$ cat src/rtl/panel_pwr_seq.sv
module panel_pwr_seq #(
  parameter int DW = 16
) (
  input  logic          clk,
  input  logic          rst_n,
  input  logic          power_req,
  input  logic          sw_mode,
  input  logic [3:0]    sw_ctl_n,
  input  logic [DW-1:0] wait0,
  input  logic [DW-1:0] wait1,
  input  logic [DW-1:0] wait2,
  input  logic [DW-1:0] wait3,
  output logic          vdd_en,
  output logic          data_en,
  output logic          vee_en,
  output logic          bl_en,
  output logic          auto_seq_en,
  output logic          busy,
  output logic          done
);
  localparam logic [2:0] LAST_UP = 3'd4;
  localparam logic [2:0] LAST_DN = 3'd3;

  typedef enum logic {ST_IDLE, ST_RUN} st_t;

  st_t           st;
  logic          up_q, on_q, seq_q, busy_q, done_q, sw_q;
  logic [2:0]    step;
  logic [DW-1:0] cnt;
  logic [3:0]    rails, swc_q;

  function automatic logic [DW-1:0] dly(input logic up, input logic [2:0] k);
    if (up) begin
      case (k)
        3'd0:    return wait0;
        3'd1:    return wait1;
        3'd2:    return wait2;
        3'd3:    return wait3;
        default: return '0;
      endcase
    end else begin
      case (k)
        3'd1:    return wait3;
        3'd2:    return wait2;
        3'd3:    return wait1;
        default: return '0;
      endcase
    end
  endfunction

  always_ff @(posedge clk) begin
    if (!rst_n) begin
      st     <= ST_IDLE;
      up_q   <= 1'b0;
      on_q   <= 1'b0;
      seq_q  <= 1'b0;
      busy_q <= 1'b0;
      done_q <= 1'b0;
      step   <= '0;
      cnt    <= '0;
      rails  <= '0;
    end else begin
      done_q <= 1'b0;
      seq_q  <= seq_q & rails[3];
      case (st)
        ST_IDLE: begin
          if (!sw_mode && power_req != on_q) begin
            st     <= ST_RUN;
            up_q   <= power_req;
            step   <= '0;
            cnt    <= dly(power_req, 3'd0);
            busy_q <= 1'b1;
          end
        end
        ST_RUN: begin
          if (cnt != '0) begin
            cnt <= cnt - 1'b1;
          end else if (up_q) begin
            if (step == LAST_UP) begin
              seq_q  <= 1'b1;
              on_q   <= 1'b1;
              busy_q <= 1'b0;
              done_q <= 1'b1;
              st     <= ST_IDLE;
            end else begin
              rails[step[1:0]] <= 1'b1;
              step <= step + 3'd1;
              cnt  <= dly(1'b1, step + 3'd1);
            end
          end else begin
            rails[2'd3 - step[1:0]] <= 1'b0;
            if (step == LAST_DN) begin
              on_q   <= 1'b0;
              busy_q <= 1'b0;
              done_q <= 1'b1;
              st     <= ST_IDLE;
            end else begin
              step <= step + 3'd1;
              cnt  <= dly(1'b0, step + 3'd1);
            end
          end
        end
        default: st <= ST_IDLE;
      endcase
    end
  end

  always_ff @(posedge clk) begin
    if (!rst_n) begin
      sw_q  <= 1'b0;
      swc_q <= 4'hF;
    end else begin
      sw_q  <= sw_mode;
      swc_q <= sw_ctl_n;
    end
  end

  assign {bl_en, vee_en, data_en, vdd_en} = sw_q ? ~swc_q : rails;
  assign auto_seq_en = seq_q & ~sw_mode;
  assign busy = busy_q;
  assign done = done_q;

  AST_RAIL_ORDER: assert property (@(posedge clk) disable iff (!rst_n)
    (rails & (rails + 4'd1)) == 4'd0);
  AST_AUTO_NEEDS_RAILS: assert property (@(posedge clk) disable iff (!rst_n)
    seq_q |-> (&rails[2:0]));
  AST_AUTO_DROPS: assert property (@(posedge clk) disable iff (!rst_n)
    (seq_q && !rails[3]) |=> !seq_q);
  AST_DONE_PULSE: assert property (@(posedge clk) disable iff (!rst_n)
    done |=> !done);
  AST_DONE_IDLE: assert property (@(posedge clk) disable iff (!rst_n)
    done |-> !busy);
  AST_IDLE_STABLE: assert property (@(posedge clk) disable iff (!rst_n)
    (!busy && !$past(busy)) |-> $stable(rails));
  AST_SW_AUTO_LOW: assert property (@(posedge clk) disable iff (!rst_n)
    $rose(sw_q) |-> !$past(auto_seq_en));
endmodule

$ cat config.mk
export PLATFORM = sky130hd
export DESIGN_NAME = panel_pwr_seq
export DESIGN_NICKNAME = d
export VERILOG_FILES = /design/src/rtl/panel_pwr_seq.sv
export SDC_FILE = /design/constraint.sdc
export NUM_CORES = 1
export LEC_CHECK = 0
export ABC_AREA = 1
export BUFFER_PORTS_ARGS = -buffer_cell sky130_fd_sc_hd__buf_4
export CORE_MARGIN = 3
export CORE_UTILIZATION = 55
export CTS_CLUSTER_SIZE = 12
export DETAILED_ROUTE_END_ITERATION = 16
export PLACE_DENSITY_LB_ADDON = 0.15
export SLEW_MARGIN = 40
export SYNTH_ARGS = -nofsm -noshare
export SYNTH_HDL_FRONTEND = slang
export SYNTH_SLANG_ARGS = --single-unit
$ cat constraint.sdc
create_clock -name clk -period 2.5 [get_ports clk]
set_input_delay 0.25 -clock clk [delete_from_list [all_inputs] [get_ports clk]]
set_output_delay 0.25 -clock clk [all_outputs]
set_load 0.005 [all_outputs]
==> results.cfg, run 1 <==
[layout]
fin_nets = 719
drive_gt1_share_pct = 20.4
fin_area_um2 = 3980
area_delta_synth_final_pct = 21.6
final_core_util_pct = 70.5
antenna_cells = 0

[cts]
ctsResizeCount = 0
clk_latency_ns = 0.29
cts_setup_buffers = 0
clk_path_buf_depth = 2
clock_tree.root_cell = clkbuf_8
clk_pin_slew_ns = 0.08
hold_buffers = 0
cts_inserted_buffers = 5
cts.sinks = 34
cts_tree = built
cts_max_level = 2

[routing]
ant_nets = 0
drc_errors = 0
drt_pre_antenna_iters = 5
vias_per_cell = 5.59
routed_wl_mm = 10.3
drt-initial-drc-count = 493
num_vias = 3972
wire_per_inst_um = 14.5

[synth]
syn-mean-instance-area_um2 = 5.75
yosysSeqAreaShare_pct = 20.8
postSynth.asyncResetShare_pct = 0
syn-cell-area_um2 = 3270
ys_types = 38
yosysWarningCount = 0
synth_edf_count = 0
synthCells = 569
synth_nets = 651
synth-main-ff-cell = dfxtp_1
yosys_register_bits = 34

[sta]
finalSetupTns_ns = 0
skew_ns = 0.0122
layout_setup_ws_ns = 0.241
fin_crit_sh_pct = 90.4
worstMarginPinSlew_ns = 0.552
setup_viol = 0
fmax_mhz = 443
hold_viol = 0
slew_headroom_pct = 63.1
fin_crit_ns = 2.26
slew_viol_final = 0
rsz0062_at_grt = no

[power_and_ir_drop]
p_clk_share_pct = 32.0
ir_drop_v = 0.000381
power.total_mw = 1.95
power_density_nw_per_um2 = 490
swShare_pct = 35.8
power_frac_comb_pct = 36.0
p_int_mw = 1.25
p_switching_uw = 699
p_leak_nw = 2.01
pwr-share-seq_pct = 32.0

[grt]
first_global_vias = 3653
grtUsageTotal_pct = 29.6
grt_pass1_wl_mm = 17.2
grt_antenna_before_repair = 0
grt_max_degree = 29
grt-ovfl-total = 0

[placed_design]
gp_congestion = 0.934
place_ws_ns = 0.214
port_buffers = 78
hpwl_mm = 7.81
place_area_um2 = 3840

[critical_path]
cp_max_fo = 27
worstSetupEndpointType = flip-flop
critPathRequiredTime_ns = 2.72
crit_type = flip-flop to flip-flop
critPathLaunchType = flip-flop
arrival_ns = 2.48

[die]
die_h_um = 83.1
dieArea_um2 = 6910
die_w_um = 83.1
core_area_um2 = 5640
start_util_pct = 58.0
io_pins = 79
rows = 27

[hold_path]
min_path_type = primary input to flip-flop

[run_status]
outcome = completed

[job]
cap_violations = 0
[logic make-up after synthesis]
| family | after synthesis | synth area share [%] |
|---|---|---|
| adder cells (fa/ha/maj) | 10 | 3.82 |
| AND/OR/NAND/NOR | 374 | 50.6 |
| buffers and inverters | 70 | 10.2 |
| AO/OA/AOI/OAI | 78 | 13.8 |
| flip-flops | 34 | 20.8 |
| XOR/XNOR | 3 | 0.803 |
[per-layer routing]
metal | part of all wire (%) | vias to the layer above | GRT usage (%) | wire, um
met3 | 11 | 22 | 3.77 | 1090
met4 | 2.3 | 0 | 8.62 | 231
li1 | - | 1977 | - | -
met2 | 43 | 245 | 45.3 | 4420
met1 | 44 | 1728 | 43.3 | 4510
met5 | 0 | - | 0 | 0
[synthesized netlist by cell type (2+ instances only)]
| library cell | n | area [um2] |
|---|---|---|
| xor2_1 | 2 | 17.5 |
| o21ai_1 | 3 | 15.0 |
| buf_6 | 5 | 56.3 |
| buf_2 | 3 | 15.0 |
| o21ai_0 | 27 | 135 |
| a21oi_1 | 26 | 130 |
| ha_1 | 10 | 125 |
| inv_2 | 6 | 22.5 |
| a21oi_2 | 6 | 52.6 |
| a21boi_1 | 6 | 45.0 |
| a21boi_0 | 2 | 15.0 |
| nand2_2 | 4 | 25.0 |
| o211ai_1 | 5 | 37.5 |
| or2_2 | 4 | 25.0 |
| nand3_1 | 72 | 360 |
| dfxtp_1 | 34 | 681 |
| nor2_4 | 6 | 67.6 |
| inv_1 | 40 | 150 |
| nor3_1 | 2 | 10.0 |
| nand2_1 | 226 | 848 |
| nand4_1 | 12 | 75.1 |
| buf_4 | 7 | 52.6 |
| clkbuf_1 | 7 | 26.3 |
| nor2_2 | 7 | 43.8 |
| nor2_1 | 34 | 128 |
[stage by stage]
stage               std cells  hold slack [ns]
floorplan                 569            0.343
finish                    710            0.136
CTS                       710            0.141
detailed placement        702            0.441
global route              710            0.134
global placement          702            0.437
[worst paths after layout]
check | end | slack [ns] | startpoint | depth (start not counted)
worst max-delay path | cnt[13] | 0.24 | step[0] | 12
worst min-delay path | swc_q[2] | 0.14 | sw_ctl_n[2] | 2
worst max register to register | cnt[13] | 0.24 | step[0] | 12
worst min register to register | busy | 0.47 | busy | 2
[power by group through the flow]
| stage | sequential (mW) | combinational [mW] | clock [mW] |
|---|---|---|---|
| 2_1_floorplan | 0.622 | 0.478 | 0 |
| 3_3_place_gp | 0.633 | 0.668 | 0 |
| 3_5_place_dp | 0.634 | 0.680 | 0 |
| 4_1_cts | 0.622 | 0.690 | 0.619 |
| 5_1_grt | 0.629 | 0.782 | 0.645 |
| 6_report | 0.624 | 0.702 | 0.623 |
[sequential cells by signal, indices dropped and copies added, names as in the netlist]
signal,count
seq_q,1
swc_q,4
done,1
on_q,1
sw_q,1
st,1
up_q,1
rails,4
cnt,16
step,3
busy,1
[layout by cell type, fill, tap and decap left out, drive strengths merged, types with 2 or more instances in the layout]
cell    instances
a21boi          8
a21oi          32
buf            84
bufinv          2
clkbuf          5
dfxtp          34
ha             10
inv            47
nand2         231
nand3          73
nand3b          2
nand4          12
nor2           47
nor3            3
o211ai          5
o21ai          30
or2             5
xor2            2
[layout make-up]
class,count,area [um2]
clock buffers,5,68.8
well taps,72,90.1
clock inverters,3,68.8
fillers,480,1660
repair buffers,84,631
inverters,47,181
multi-input cells,465,2260
flip-flops and latches,34,681
[worst max-delay path, stage by stage, from the launching register on]
cell     delay [ns]
dfxtp_1        0.37
ha_1           0.26
ha_1           0.46
nand2_1        0.21
inv_4          0.26
nand2_1        0.08
nand2_1        0.08
o21ai_0        0.08
nand2_1        0.10
nand2_1        0.06
nand2_1        0.07
nor2_1         0.04
nor2_1         0.10
Note: power is estimated with default switching activity, not from simulation.
==> inputs of run 2 (changes only) <==
CAP_MARGIN = 10   (was not set)
PLACE_DENSITY = 0.82   (was not set)
PLACE_DENSITY_LB_ADDON = not set   (was 0.15)
==> results.cfg, run 2 (synthesis gave the netlist of run 1 again) <==
[run_status]
outcome = completed

[critical_path]
arrival_ns = 2.50
regToRegSetupSlack_ns = 0.18
cp_max_fo = 13
worstSetupEndpointType = flip-flop
crit_type = flip-flop to flip-flop
critPathRequiredTime_ns = 2.68
critPathLaunchType = flip-flop

[sta]
fin_crit_sh_pct = 92.8
finalSetupTns_ns = 0
layout_setup_ws_ns = 0.179
worstMarginPinSlew_ns = 0.586
slew_viol_final = 0
slew_headroom_pct = 60.8
skew_ns = 0.0125
fmax_mhz = 431
hold_viol = 0
fin_crit_ns = 2.32
setup_viol = 0
rsz0062_at_grt = yes

[placed_design]
place_area_um2 = 3850
port_buffers = 78
place_ws_ns = 0.223
gp_congestion = 1.02
post-place-cells = 703
hpwl_mm = 8.02

[layout]
top_register = cnt
antenna_cells = 0
fin_cells = 711
multi_input_area_um2 = 2260
largest_reg_flops = 16
fillers = 518
seqCellArea_um2 = 681
largestRegisters = cnt x16, rails x4, swc_q x4
area_delta_synth_final_pct = 22.0
layout_common_cells = nand2_1 (226), buf_4 (85), nand3_1 (72)
drive_gt1_share_pct = 20.7
layout_commonest_cell = nand2_1
fin_nets = 720
fin_area_um2 = 3990

[grt]
first_global_vias = 3637
grtUsageTotal_pct = 29.7
grt_antenna_before_repair = 0
grt_pass1_wl_mm = 17.4
grt_max_degree = 28
grt-ovfl-total = 0

[hold_path]
min_path_type = primary input to flip-flop

[routing]
drc_errors = 0
ant_nets = 0
routed_wl_mm = 10.4
wire_per_inst_um = 14.6
drt-initial-drc-count = 395
drt_pre_antenna_iters = 5
vias_per_cell = 5.60
num_vias = 3980

[power_and_ir_drop]
p_clk_share_pct = 31.8
p_leak_nw = 2.01
ir_drop_v = 0.000349
p_int_mw = 1.25
p_switching_uw = 681
power_density_nw_per_um2 = 484
swShare_pct = 35.2
power_frac_comb_pct = 36.0
pwr-share-seq_pct = 32.2

[cts]
cts.sinks = 34
clk_pin_slew_ns = 0.08
cts_max_level = 2
clk_latency_ns = 0.29
cts_tree = built
cts_inserted_buffers = 5
cts_setup_buffers = 0
hold_buffers = 0
clock_tree.root_cell = clkbuf_8
clk_path_buf_depth = 2

[die]
die_h_um = 83.1
die_w_um = 83.1
rows = 27
io_pins = 79
core_area_um2 = 5640
dieArea_um2 = 6910
start_util_pct = 58.0

[job]
cap_violations = 0
[run 2: cell types whose count changed in the layout (fill, tap and decap cells not counted), sizes merged]
| cell | delta |
|---|---|
| buf | +1 |
| clkinvlp | +1 |
| inv | -1 |
[run 2: worst paths after layout]
check | cells past startpoint | from | endpoint
setup / recovery | 12 | step[0] | cnt[13]
hold reg to reg | 2 | seq_q | seq_q
setup reg to reg | 12 | step[0] | cnt[13]
hold / removal | 2 | sw_ctl_n[0] | swc_q[0]
[run 2: layer usage]
| metal | track usage, % | share of wire [%] | vias to the layer above |
|---|---|---|---|
| met5 | 0 | 0 | - |
| met4 | 6.54 | 1.1 | 0 |
| met3 | 3.57 | 9.6 | 15 |
| met2 | 44.8 | 43 | 222 |
| met1 | 45.1 | 46 | 1766 |
| li1 | - | - | 1977 |
[run 2: repair_timing]
action | 4_1_cts | 5_1_grt
endpoints found under the setup margin | 0 | 9
hold endpoints to repair | 0 | 0
gates resized for setup | 0 | 3
[run 2: critical path, cell delays in order (launching register included)]
cell	delay [ns]
dfxtp_1	0.37
ha_1	0.25
ha_1	0.42
nand2_1	0.17
clkinvlp_4	0.26
nand2_1	0.16
nand2_1	0.06
o21ai_0	0.17
nand2_1	0.11
nand2_1	0.08
nand2_1	0.05
nor2_1	0.09
nor2_1	0.05
[run 2: area by class of cell]
cell class	count	share of cell area, %
inverter	47	4.64
multi-input combinational	465	56.6
tap	72	2.26
timing repair buffer	85	16.0
clock inverter	3	1.72
sequential	34	17.1
clock buffer	5	1.72
[run 2: metrics by stage]
step                hold slack, ns  power (mW)  utilization, %
floorplan                    0.343        1.10               -
global placement             0.438        1.31            68.2
detailed placement           0.443        1.31            68.2
CTS                          0.143        1.93            70.6
global route                 0.145        2.05            70.7
finish                       0.148        1.93            70.7
[run 2: power groups by stage]
stage | Combinational (mW) | Clock [mW] | Sequential (mW)
5_1_grt | 0.782 | 0.642 | 0.627
3_5_place_dp | 0.681 | 0 | 0.633
3_3_place_gp | 0.673 | 0 | 0.633
2_1_floorplan | 0.478 | 0 | 0.622
6_report | 0.697 | 0.614 | 0.623
4_1_cts | 0.685 | 0.622 | 0.621
==> inputs of run 3 (changes only) <==
CORE_ASPECT_RATIO = 1.25   (was not set)
==> results.cfg, run 3 (synthesis gave the netlist of run 1 again) <==
[sta]
finalSetupTns_ns = 0
slew_headroom_pct = 60.6
fmax_mhz = 438
worstMarginPinSlew_ns = 0.588
rsz0062_at_grt = no
fin_crit_ns = 2.29
slew_viol_final = 0
setup_viol = 0
fin_crit_sh_pct = 91.4
holdWs_ns = 0.142
hold_viol = 0
skew_ns = 0.0111

[layout]
drive_gt1_share_pct = 20.3
area_delta_synth_final_pct = 21.1
antenna_cells = 0
multi_input_area_um2 = 2260
fillers = 494
layout_common_cells = nand2_1 (226), buf_4 (83), nand3_1 (72)
fin_nets = 718
largest_reg_flops = 16
seqCellArea_um2 = 681
fin_cells = 701
largestRegisters = cnt x16, rails x4, swc_q x4
top_register = cnt
layout_commonest_cell = nand2_1

[placed_design]
gp_congestion = 0.951
hpwl_mm = 7.65
port_buffers = 78
post-place-cells = 693

[routing]
wire_per_inst_um = 13.9
routed_wl_mm = 9.76
vias_per_cell = 5.55
met3_length_um = 748
drt-initial-drc-count = 317
ant_nets = 0
drc_errors = 0
route.met2.wl_mm = 4.43
routed.top_layer = met4
num_vias = 3889
met1_length_mm = 4.43
drt_pre_antenna_iters = 6

[cts]
hold_buffers = 0
clk_path_buf_depth = 2
clock_tree.root_cell = clkbuf_8
cts_inserted_buffers = 5
clk_latency_ns = 0.29
clk_pin_slew_ns = 0.08
cts.sinks = 34
cts_max_level = 2
cts_tree = built

[hold_path]
min_path_type = primary input to flip-flop
worstHoldStart = sw_ctl_n[3]
hold-path-cell-count = 2
whs_endpoint = swc_q[3]

[critical_path]
critPathRequiredTime_ns = 2.68
startpoint = step[0]
timing.rr.start = step[0]
reg2reg_to = cnt[3]
worstRegToRegCells = 10
critPathLaunchType = flip-flop
worstSetupEndpointType = flip-flop
cp_max_fo = 23
arrival_ns = 2.46
regToRegSetupSlack_ns = 0.21
crit_type = flip-flop to flip-flop

[die]
rows = 30
die_h_um = 92.2
die_w_um = 75.0
core_area_um2 = 5590
io_pins = 79
start_util_pct = 58.5
dieArea_um2 = 6920

[grt]
grt_antenna_before_repair = 0
grtUsageTotal_pct = 29.3
first_global_vias = 3567
grt_max_degree = 28
grt_pass1_wl_mm = 16.2
grt-ovfl-total = 0

[power_and_ir_drop]
ir_drop_v = 0.000267
p_leak_nw = 2.01
power_density_nw_per_um2 = 486

[job]
cap_violations = 0

[run_status]
outcome = completed
run 3: worst max-delay path, cell delays in order, from the launching register on:
cell,delay [ns]
dfxtp_1,0.43
inv_1,0.13
ha_1,0.28
nand3_1,0.23
nand2_1,0.18
nand3_1,0.13
nand2_2,0.26
nand2_2,0.21
inv_2,0.09
nor2_1,0.14
a21oi_1,0.08
run 3: where the power goes:
group | switching (mW) | internal (mW)
logic | 0.416 | 0.272
registers | 0.0404 | 0.579
clock network | 0.217 | 0.400
run 3: worst max path at each step:
stage	endpoint
final	cnt[3]
after global routing	cnt[3]
after CTS	cnt[11]
after detailed placement	cnt[14]
after global placement	cnt[1]
after floorplan	cnt[8]
run 3: final cells by class:
cell class | instances | area share (%)
Timing Repair Buffer | 83 | 15.7
Inverter | 47 | 4.58
Clock buffer | 5 | 1.74
Sequential cell | 34 | 17.2
Clock inverter | 3 | 1.74
Multi-Input combinational cell | 465 | 57.0
Tap cell | 64 | 2.02
run 3: per-stage QoR:
| stage | setup slack [ns] | power (mW) | util [%] | instance area [um2] |
|---|---|---|---|---|
| final | 0.215 | 1.92 | 70.8 | 3960 |
| after global routing | 0.0160 | 2.04 | 70.8 | 3960 |
| after CTS | 0.188 | 1.92 | 70.8 | 3960 |
| after detailed placement | 0.237 | 1.31 | 68.3 | 3820 |
| after global placement | 0.297 | 1.30 | 68.3 | 3820 |
| after floorplan | 0.664 | 1.10 | - | 3270 |
run 3: timing repair:
action | CTS | global route
buffers inserted | 0 | 0
endpoints found under the setup margin | 0 | 4
gates resized for setup | 0 | 2
run 3: metal layers:
layer	track usage (%)	vias to the layer above
met2	45.6	196
met4	8.46	0
met3	3.29	13
li1	-	1976
met5	0	-
met1	41.8	1704
